<file path="src/rtl/tmr_pkg.sv">
package tmr_pkg;

  // Byte access selected by control word bits 5:4
  typedef enum logic [1:0] {
    ACC_SNAP = 2'b00,
    ACC_LO   = 2'b01,
    ACC_HI   = 2'b10,
    ACC_PAIR = 2'b11
  } acc_e;

  // Control word layout, MSB first: channel, access, mode, decimal flag
  typedef struct packed {
    logic [1:0] sel;
    acc_e       acc;
    logic [2:0] mode;
    logic       bcd;
  } ctl_word_t;

endpackage

</file>
<file path="src/rtl/tmr_bus_decode.sv">
module tmr_bus_decode #(
  parameter int NUM_CH = 3,
  parameter int ADDR_W = 2,
  parameter int BYTE_W = 8
) (
  input  logic                wr_en,
  input  logic                rd_en,
  input  logic [ADDR_W-1:0]   addr,
  input  logic [BYTE_W-1:0]   wdata,
  output tmr_pkg::ctl_word_t  ctl,
  output logic [NUM_CH-1:0]   ctl_we,
  output logic [NUM_CH-1:0]   latch_req,
  output logic [NUM_CH-1:0]   data_we,
  output logic [NUM_CH-1:0]   data_re
);
  import tmr_pkg::*;

  localparam logic [ADDR_W-1:0] CTL_PORT = ADDR_W'(NUM_CH);

  logic ctl_hit;

  assign ctl     = ctl_word_t'(wdata[7:0]);
  assign ctl_hit = wr_en && (addr == CTL_PORT);

  for (genvar c = 0; c < NUM_CH; c++) begin : g_ch
    logic chan_sel;
    assign chan_sel     = ctl_hit && (ctl.sel == 2'(c));
    assign ctl_we[c]    = chan_sel && (ctl.acc != ACC_SNAP);
    assign latch_req[c] = chan_sel && (ctl.acc == ACC_SNAP);
    assign data_we[c]   = wr_en && (addr == ADDR_W'(c));
    assign data_re[c]   = rd_en && (addr == ADDR_W'(c));
  end

endmodule

</file>
<file path="src/rtl/tmr_channel.sv">
module tmr_channel #(
  parameter int CNT_W  = 16,
  parameter int BYTE_W = 8
) (
  input  logic               clk,
  input  logic               rst,
  input  logic               ctl_we,
  input  logic               latch_req,
  input  logic               data_we,
  input  logic               data_re,
  input  tmr_pkg::ctl_word_t ctl,
  input  logic [BYTE_W-1:0]  wbyte,
  output logic [BYTE_W-1:0]  rbyte,
  output logic [2:0]         mode_o,
  output logic               bcd_o,
  output logic               tc_o
);
  import tmr_pkg::*;

  localparam int HI_W = CNT_W - BYTE_W;
  localparam logic [CNT_W-1:0] ONE = CNT_W'(1);

  acc_e              acc_q;
  logic [2:0]        mode_q;
  logic              bcd_q;
  logic [CNT_W-1:0]  reload_q;
  logic [BYTE_W-1:0] stage_q;
  logic [CNT_W-1:0]  count_q;
  logic [CNT_W-1:0]  snap_q;
  logic              wr_hi_q;
  logic              rd_hi_q;
  logic              latched_q;
  logic              pend_q;
  logic              run_q;
  logic              tc_q;

  logic              wr_ok;
  logic              load_done;
  logic [CNT_W-1:0]  rd_src;

  // Data writes are blocked while a capture is held
  assign wr_ok     = data_we && !latched_q;
  assign load_done = wr_ok && ((acc_q != ACC_PAIR) || wr_hi_q);

  // Stored control fields
  always_ff @(posedge clk) begin
    if (rst) begin
      acc_q  <= ACC_PAIR;
      mode_q <= '0;
      bcd_q  <= 1'b0;
    end else if (ctl_we) begin
      acc_q  <= ctl.acc;
      mode_q <= ctl.mode;
      bcd_q  <= ctl.bcd;
    end
  end

  // Byte-sequenced reload value
  always_ff @(posedge clk) begin
    if (rst) begin
      reload_q <= '0;
      stage_q  <= '0;
      wr_hi_q  <= 1'b0;
    end else if (ctl_we) begin
      wr_hi_q <= 1'b0;
    end else if (wr_ok) begin
      unique case (acc_q)
        ACC_LO: reload_q <= {{HI_W{1'b0}}, wbyte};
        ACC_HI: reload_q <= {wbyte[HI_W-1:0], {BYTE_W{1'b0}}};
        default: begin
          if (!wr_hi_q) begin
            stage_q <= wbyte;
            wr_hi_q <= 1'b1;
          end else begin
            reload_q <= {wbyte[HI_W-1:0], stage_q};
            wr_hi_q  <= 1'b0;
          end
        end
      endcase
    end
  end

  // Down counter with reload at terminal count
  always_ff @(posedge clk) begin
    if (rst) begin
      count_q <= '0;
      pend_q  <= 1'b0;
      run_q   <= 1'b0;
      tc_q    <= 1'b0;
    end else begin
      tc_q <= 1'b0;
      if (ctl_we) begin
        run_q  <= 1'b0;
        pend_q <= 1'b0;
      end else begin
        if (pend_q) begin
          count_q <= reload_q;
          run_q   <= 1'b1;
          pend_q  <= 1'b0;
        end else if (run_q) begin
          if (count_q == ONE) begin
            count_q <= reload_q;
            tc_q    <= 1'b1;
          end else begin
            count_q <= count_q - ONE;
          end
        end
        if (load_done) pend_q <= 1'b1;
      end
    end
  end

  // Capture and read-side byte toggle
  always_ff @(posedge clk) begin
    if (rst) begin
      snap_q    <= '0;
      latched_q <= 1'b0;
      rd_hi_q   <= 1'b0;
    end else if (latch_req) begin
      if (!latched_q) begin
        snap_q    <= count_q;
        latched_q <= 1'b1;
        rd_hi_q   <= 1'b0;
      end
    end else if (ctl_we) begin
      rd_hi_q <= 1'b0;
    end else if (data_re) begin
      if ((acc_q == ACC_PAIR) && !rd_hi_q) begin
        rd_hi_q <= 1'b1;
      end else begin
        rd_hi_q   <= 1'b0;
        latched_q <= 1'b0;
      end
    end
  end

  assign rd_src = latched_q ? snap_q : count_q;

  always_comb begin
    unique case (acc_q)
      ACC_HI:   rbyte = BYTE_W'(rd_src[CNT_W-1:BYTE_W]);
      ACC_PAIR: rbyte = rd_hi_q ? BYTE_W'(rd_src[CNT_W-1:BYTE_W])
                                : rd_src[BYTE_W-1:0];
      default:  rbyte = rd_src[BYTE_W-1:0];
    endcase
  end

  assign mode_o = mode_q;
  assign bcd_o  = bcd_q;
  assign tc_o   = tc_q;

  // a terminal pulse coincides with the counter restarting at the reload value
  assert_tc_reload_R5: assert property (@(posedge clk) disable iff (rst)
    tc_q |-> (count_q == reload_q) || pend_q);

  // a running counter away from terminal count drops by exactly one
  assert_step_down_R3: assert property (@(posedge clk) disable iff (rst)
    (run_q && !pend_q && !ctl_we && (count_q != ONE)) |=> (count_q == $past(count_q) - ONE));

  // a held capture does not move until it is read out
  assert_snap_hold_R7: assert property (@(posedge clk) disable iff (rst)
    (latched_q && !data_re) |=> $stable(snap_q) && latched_q);

  // data writes during a capture leave the reload path untouched
  assert_wr_blocked_R9: assert property (@(posedge clk) disable iff (rst)
    (latched_q && data_we && !ctl_we) |=> $stable(reload_q) && $stable(wr_hi_q));

  // reprogramming halts the counter
  assert_stop_R10: assert property (@(posedge clk) disable iff (rst)
    ctl_we |=> !run_q && !pend_q);

endmodule

</file>
<file path="src/rtl/tmr_read_port.sv">
module tmr_read_port #(
  parameter int NUM_CH = 3,
  parameter int ADDR_W = 2,
  parameter int BYTE_W = 8
) (
  input  logic                     clk,
  input  logic                     rst,
  input  logic                     rd_en,
  input  logic [ADDR_W-1:0]        addr,
  input  logic [NUM_CH*BYTE_W-1:0] rbytes,
  output logic [BYTE_W-1:0]        rdata
);
  logic [BYTE_W-1:0] sel_byte;
  logic [BYTE_W-1:0] rdata_q;

  always_comb begin
    sel_byte = '0;
    for (int c = 0; c < NUM_CH; c++) begin
      if (addr == ADDR_W'(c)) sel_byte = rbytes[c*BYTE_W +: BYTE_W];
    end
  end

  always_ff @(posedge clk) begin
    if (rst)        rdata_q <= '0;
    else if (rd_en) rdata_q <= sel_byte;
  end

  assign rdata = rdata_q;

  // the control port always reads back as zero
  assert_ctl_port_zero_R11: assert property (@(posedge clk) disable iff (rst)
    (rd_en && (addr == ADDR_W'(NUM_CH))) |=> (rdata_q == '0));

endmodule

</file>
<file path="src/rtl/tmr_host_regs.sv">
module tmr_host_regs #(
  parameter int NUM_CH = 3,
  parameter int CNT_W  = 16,
  parameter int BYTE_W = 8,
  parameter int ADDR_W = 2
) (
  input  logic                clk,
  input  logic                rst,
  input  logic                wr_en,
  input  logic                rd_en,
  input  logic [ADDR_W-1:0]   addr,
  input  logic [BYTE_W-1:0]   wdata,
  output logic [BYTE_W-1:0]   rdata,
  output logic [NUM_CH-1:0]   tc,
  output logic [3*NUM_CH-1:0] ch_mode,
  output logic [NUM_CH-1:0]   ch_bcd
);
  import tmr_pkg::*;

  ctl_word_t                ctl;
  logic [NUM_CH-1:0]        ctl_we;
  logic [NUM_CH-1:0]        latch_req;
  logic [NUM_CH-1:0]        data_we;
  logic [NUM_CH-1:0]        data_re;
  logic [NUM_CH*BYTE_W-1:0] rbytes;

  tmr_bus_decode #(.NUM_CH(NUM_CH), .ADDR_W(ADDR_W), .BYTE_W(BYTE_W)) u_dec (
    .wr_en     (wr_en),
    .rd_en     (rd_en),
    .addr      (addr),
    .wdata     (wdata),
    .ctl       (ctl),
    .ctl_we    (ctl_we),
    .latch_req (latch_req),
    .data_we   (data_we),
    .data_re   (data_re)
  );

  for (genvar c = 0; c < NUM_CH; c++) begin : g_chan
    tmr_channel #(.CNT_W(CNT_W), .BYTE_W(BYTE_W)) u_ch (
      .clk       (clk),
      .rst       (rst),
      .ctl_we    (ctl_we[c]),
      .latch_req (latch_req[c]),
      .data_we   (data_we[c]),
      .data_re   (data_re[c]),
      .ctl       (ctl),
      .wbyte     (wdata),
      .rbyte     (rbytes[c*BYTE_W +: BYTE_W]),
      .mode_o    (ch_mode[3*c +: 3]),
      .bcd_o     (ch_bcd[c]),
      .tc_o      (tc[c])
    );
  end

  tmr_read_port #(.NUM_CH(NUM_CH), .ADDR_W(ADDR_W), .BYTE_W(BYTE_W)) u_rd (
    .clk    (clk),
    .rst    (rst),
    .rd_en  (rd_en),
    .addr   (addr),
    .rbytes (rbytes),
    .rdata  (rdata)
  );

  // a control word naming channel 3 leaves every stored field alone
  assert_bad_sel_ignored_R2: assert property (@(posedge clk) disable iff (rst)
    (wr_en && (addr == ADDR_W'(NUM_CH)) && (wdata[7:6] == 2'b11))
      |=> $stable(ch_mode) && $stable(ch_bcd));

  // a capture command leaves stored mode and flag alone
  assert_latch_keeps_mode_R7: assert property (@(posedge clk) disable iff (rst)
    (wr_en && (addr == ADDR_W'(NUM_CH)) && (wdata[5:4] == 2'b00))
      |=> $stable(ch_mode) && $stable(ch_bcd));

endmodule

</file>
<file path="config.mk">
export PLATFORM = sky130hd
export DESIGN_NAME = tmr_host_regs
export DESIGN_NICKNAME = d
export VERILOG_FILES = /design/src/rtl/tmr_pkg.sv /design/src/rtl/tmr_bus_decode.sv /design/src/rtl/tmr_channel.sv /design/src/rtl/tmr_read_port.sv /design/src/rtl/tmr_host_regs.sv
export SDC_FILE = /design/constraint.sdc
export NUM_CORES = 1
export LEC_CHECK = 0
export BUFFER_PORTS_ARGS = -buffer_cell sky130_fd_sc_hd__buf_2
export CAP_MARGIN = 20
export CORE_MARGIN = 2
export CORE_UTILIZATION = 62
export CTS_BUF_LIST = sky130_fd_sc_hd__clkbuf_4 sky130_fd_sc_hd__clkbuf_8 sky130_fd_sc_hd__clkbuf_16
export CTS_CLUSTER_SIZE = 8
export DETAILED_ROUTE_END_ITERATION = 8
export PLACE_DENSITY = 0.8
export SLEW_MARGIN = 20
export SYNTH_ARGS = -nofsm -noshare
export SYNTH_HDL_FRONTEND = slang
export SYNTH_HIERARCHICAL = 1
export SYNTH_SLANG_ARGS = --single-unit
</file>
<file path="constraint.sdc">
create_clock -name clk -period 2.75 [get_ports clk]
set_input_delay 0.6875 -clock clk [delete_from_list [all_inputs] [get_ports clk]]
set_output_delay 0.6875 -clock clk [all_outputs]
set_load 0.1 [all_outputs]
</file>
== Word-level counts from Yosys, hierarchy flattened ==
Cells that the tools add are included.

* Output and inout bits: 23
* Input bits: 14
* Word-level logic and storage cells: 224
* Register bits after elaboration: 212

* Add/sub/neg operators: 3
* Equal/unequal tests: 29
* Muxes and demuxes: 63
* Reductions and logical operators: 77
* Bitwise logic cells: 12

{| class="wikitable"
|+ Operators by type and width
! kind !! number
|-
| $mux W16 || 15
|-
| $pmux W16 S2 || 3
|-
| $eq A16 B1 Y1 const B || 3
|-
| $mux W8 || 6
|-
| $pmux W8 S2 || 3
|-
| $sub A16 B1 Y16 const B || 3
|-
| $mux W1 || 36
|-
| $logic_and A1 B1 Y1 || 25
|-
| $eq A2 B2 Y1 const B || 9
|-
| $ne A2 B2 Y1 const B || 9
|-
| $reduce_and A2 Y1 || 9
|-
| $reduce_and A3 Y1 || 6
|-
| $reduce_bool A3 Y1 || 6
|-
| $reduce_bool A2 Y1 || 7
|-
| $not A1 Y1 || 12
|-
| $reduce_and A4 Y1 || 3
|-
| $reduce_or A2 Y1 || 6
|-
| $reduce_or A4 Y1 || 3
|-
| $eq A2 B1 Y1 const B || 5
|-
| $logic_not A1 Y1 || 6
|-
| $logic_not A2 Y1 || 3
|-
| $ne A2 B1 Y1 const B || 3
|-
| $logic_or A1 B1 Y1 || 3
|}

== Longest topological paths before layout ==
* Word-level depth: 6
* Mapped depth: 9
* Gate-level depth less buffers: 7

== By module ==
The synthesis kept the hierarchy.

{| class="wikitable"
|+ Modules (own cells, without submodules)
! module !! instances !! sequential area each (um^2) !! area an instance (um^2) !! cells an instance
|-
| tmr_channel || 3 || 1361.3 || 3367.0 || 406
|-
| tmr_read_port || 1 || 160.2 || 455.4 || 54
|-
| tmr_bus_decode || 1 || 0.0 || 177.7 || 25
|}

== Least setup slack after synthesis ==
No wires, ideal clock.

* Path type: input-to-reg
* Start point: input wdata[7]
* End point: register g_chan[0].u_ch.stage_q[7]
* Required time: 2622 ps
* Setup time: 128 ps
* Data arrival time: 2244 ps
* Setup slack: 378 ps
* Stages: 8
* Buffers on the path: 2
* Cell sequence: or3b_1 > nor2_1 > clkbuf_1 > nor3b_1 > nand3b_1 > clkbuf_1 > mux2i_1 > nor2_1

* Longest elaborated chain between the ends: 5

{| class="wikitable"
|+ Ends and longest elaborated chain
! item !! line !! RTL
|-
| start: declaration || tmr_host_regs.sv:12 || <nowiki>input logic [BYTE_W-1:0] wdata,</nowiki>
|-
| $logic_not A2 Y1 || tmr_bus_decode.sv:27 || <nowiki>assign chan_sel = ctl_hit && (ctl.sel == 2'(c));</nowiki>
|-
| $logic_and A1 B1 Y1 || tmr_bus_decode.sv:27 ||
|-
| $logic_and A1 B1 Y1 || tmr_bus_decode.sv:28 || <nowiki>assign ctl_we[c] = chan_sel && (ctl.acc != ACC_SNAP);</nowiki>
|-
| net ctl_we[0] || tmr_host_regs.sv:21 || <nowiki>logic [NUM_CH-1:0] ctl_we;</nowiki>
|-
| $not A1 Y1 (no line) || - ||
|-
| $reduce_and A4 Y1 (no line) || - ||
|-
| end signal: assignment || tmr_channel.sv:72 || <nowiki>stage_q <= wbyte;</nowiki>
|-
| end: declaration || tmr_channel.sv:27 || <nowiki>logic [BYTE_W-1:0] stage_q;</nowiki>
|}

The timed path passes the listed nets, and every way through them passes these cells.
A chain may end at the register's enable or synchronous reset.

== Worst setup path after layout ==
* Start point: register g_chan[1].u_ch.count_q[0]
* End point: register g_chan[1].u_ch.count_q[6]

* Longest elaborated chain between the ends: 4
* Elaborated cells on any way between the ends: 5
* Classes of those cells: 1 x add/sub; 1 x eq/ne; 3 x mux

{| class="wikitable"
|+ Ends and longest elaborated chain
! item !! line !! RTL
|-
| start: declaration || tmr_channel.sv:28 || <nowiki>logic [CNT_W-1:0] count_q;</nowiki>
|-
| start signal: assignment || tmr_channel.sv:97 || <nowiki>count_q <= reload_q;</nowiki>
|-
| start signal: assignment || tmr_channel.sv:102 || <nowiki>count_q <= reload_q;</nowiki>
|-
| start signal: assignment || tmr_channel.sv:105 || <nowiki>count_q <= count_q - ONE;</nowiki>
|-
| $sub A16 B1 Y16 or $eq A16 B1 Y1 (tied branches) || tmr_channel.sv:105, tmr_channel.sv:101 ||
|-
| $mux W16 (*) || tmr_channel.sv:101 || <nowiki>if (count_q == ONE) begin</nowiki>
|-
| $mux W16 (*) || tmr_channel.sv:100 || <nowiki>end else if (run_q) begin</nowiki>
|-
| $mux W16 (*) || tmr_channel.sv:96 || <nowiki>if (pend_q) begin</nowiki>
|}

Every way passes the cells marked *; elsewhere a longest branch is shown, timed or not. The select of a mux whose other input is x is not followed.

==> results.md <==
* Fmax at 398 MHz
* Outcome: completed
* Clock share of power at 45.3%
* P_leak at 4.51 nW
* Unrepaired setup endpoints after global routing: no
* Final max-slew violation count at 0
* Synthesized area at 10700 sq um
* Die Y at 135 um
* Utilization after layout at 70.1%
* CTS Buffer Depth at 3
* Kind of critical path: flop to flop
* CP arrival at 2940 ps
* R2r endpoint: g_chan[1].u_ch/count_q[6]
* H-tree levels at 1
* Final hold slack at 452 ps
* Final Hold Vio Count at 0
* Syn Area/Cell at 8.28 sq um
* Starting Density at 62.6%
* Worst setup startpoint: g_chan[1].u_ch/count_q[0]
* Hold WC Path Type: flop to flop
* Endpoints failing setup at 0
* First DRT Iteration DRCs at 1093
* Clk root buf: clkbuf_16
* Period utilization at 91.4%
* Min Tclk post-route at 2510 ps
* RePlAce Congestion at 0.927
* Clock Sinks at 212
* Register share of total power at 44.7%
* Nets at 1354
* Reg-to-Reg Start: g_chan[1].u_ch/count_q[0]
* Initial antenna violation count at 0
* Placed cell count at 1518
* Die width at 135 um
* Vias at 9644
* Switching portion of total power at 24.6%
* R2R cell count at 6
* Drt total wl at 27.4 mm
* Resized Gates After CTS at 0
* Area of the multi-input gates at 5850 sq um
* Vias in the first global route at 8738
* Critical Path End: g_chan[1].u_ch/count_q[6]
* Final setup margin at 238 ps
* Routed len/inst at 17.7 um
* Hold-fix buffers, CTS at 0
* Hpwl dp at 18.7 mm
* DR DRC count at 0
* Final cell count without fillers at 1550
* R2R setup slack at 240 ps
* Mapped Nets at 1324
* Overflow after GRT at 0
* Power Dens Cells at 595 nW/um^2
* Slew Limit Headroom at 34.0%
* Peak supply drop at 507 uV
* TritonCTS clock tree: done
* CP Max Fanout at 10
* Crit start category: flop
* Mapped Cells at 1295
* Combinational share of power at 10.0%
* Num CTS Buffers at 30
* Reg area at 4240 sq um
* Fillers at 1325
* ANT nets after route at 0
* Largest net degree at the start of global routing at 100
* Layout area overhead at 11.9%
* Row count at 48
* Ys Warns at 6
* Layout cells sized above 1 at 13.7%
* ANT cells at 0
* Setup TNS at 0 ps
* First-pass GRT wire length at 44.1 mm
* Switching pwr at 1.75 mW
* CP Capture Type: flop
* Clk_skew at 14.1 ps
* Core footprint at 17100 sq um
* Port Buffers at 36
* Dpl ws at 91.7 ps
* Ports at 37
* Pre-antenna DRT Iters at 5
* Die ar. at 18400 sq um
* Worst-skew pair later-pin latency at 540 ps
* GRT Util Overall at 29.5%
* Setup repair bufs after CTS at 0
* CTS clock-pin slew for the worst setup and hold paths at 50 ps
* P_int at 5.38 mW
* Req. time, crit path at 3170 ps
* Max-Cap Viols at 0
* Worst-Margin Slew at 989 ps
* Vias per cell at 6.22
==> worst min path at each step <==
stage	end	startpoint	depth (start not counted)
4_1_cts	g_chan[1].u_ch/reload_q[9]	g_chan[1].u_ch/reload_q[9]	2
6_report	g_chan[1].u_ch/reload_q[9]	g_chan[1].u_ch/reload_q[9]	2
3_3_place_gp	g_chan[1].u_ch/reload_q[9]	g_chan[1].u_ch/reload_q[9]	2
2_1_floorplan	g_chan[0].u_ch/reload_q[10]	g_chan[0].u_ch/reload_q[10]	2
3_5_place_dp	g_chan[1].u_ch/reload_q[9]	g_chan[1].u_ch/reload_q[9]	2
5_1_grt	g_chan[1].u_ch/reload_q[9]	g_chan[1].u_ch/reload_q[9]	2
==> worst max-delay path, stage by stage (launching register included) <==
cell and delay, ps:
dfxtp_1 440, ha_1 210, or4b_1 500, nor4_4 470
or2_1 380, o21ai_1 140, a32o_1 270
==> routing by layer <==
layer | wire, um | vias up | track usage, %
li1 | - | 4628 | -
met1 | 12400 | 4577 | 41.1
met2 | 12200 | 382 | 45.9
met3 | 2150 | 57 | 6.21
met4 | 704 | 0 | 9.43
met5 | 0 | - | 0
==> sequential cells by signal, summed over array words and instances (netlist names) <==
name                   count
g_chan.u_ch/stage_q       24
g_chan.u_ch/mode_o         9
g_chan.u_ch/reload_q      48
g_chan.u_ch/acc_q          6
g_chan.u_ch/bcd_o          3
g_chan.u_ch/tc_o           3
g_chan.u_ch/rd_hi_q        3
g_chan.u_ch/latched_q      3
g_chan.u_ch/snap_q        48
g_chan.u_ch/pend_q         3
g_chan.u_ch/wr_hi_q        3
u_rd/rdata                 8
g_chan.u_ch/count_q       48
g_chan.u_ch/run_q          3
==> cells in the final DEF, fill, tap and decap left out, types with 15 or more instances in the layout <==
cell	count
nor3_1	33
o22ai_1	33
buf_4	65
a211oi_1	27
mux2i_1	116
nor2_1	134
buf_2	35
nor4_1	15
dfxtp_1	212
ha_1	15
nand3_1	54
nand2_1	209
inv_1	30
clkbuf_16	30
a21oi_1	102
==> final cells by class <==
cell class                      count  share of cell area [%]
Multi-Input combinational cell    946                    48.8
Sequential cell                   212                    35.4
Clock buffer                       30                    6.26
Timing Repair Buffer              102                    5.79
Tap cell                          225                    2.35
Inverter                           33                    1.03
Clock inverter                      2                   0.386
==> per-stage QoR <==
| step | power (mW) | area, sq um |
|---|---|---|
| 2_1_floorplan | 3.76 | 10700 |
| 3_3_place_gp | 3.93 | 11200 |
| 3_5_place_dp | 3.95 | 11200 |
| 4_1_cts | 7.16 | 12000 |
| 5_1_grt | 7.36 | 12000 |
| 6_report | 7.14 | 12000 |
==> power by group through the flow <==
stage | Clock (mW) | Sequential [mW] | Combinational, mW
after floorplan | 0 | 3.29 | 0.475
after global placement | 0 | 3.24 | 0.689
after detailed placement | 0 | 3.25 | 0.700
after CTS | 3.27 | 3.19 | 0.705
after global routing | 3.40 | 3.19 | 0.772
final | 3.24 | 3.19 | 0.714
Note: power is estimated with default switching activity, not from simulation.
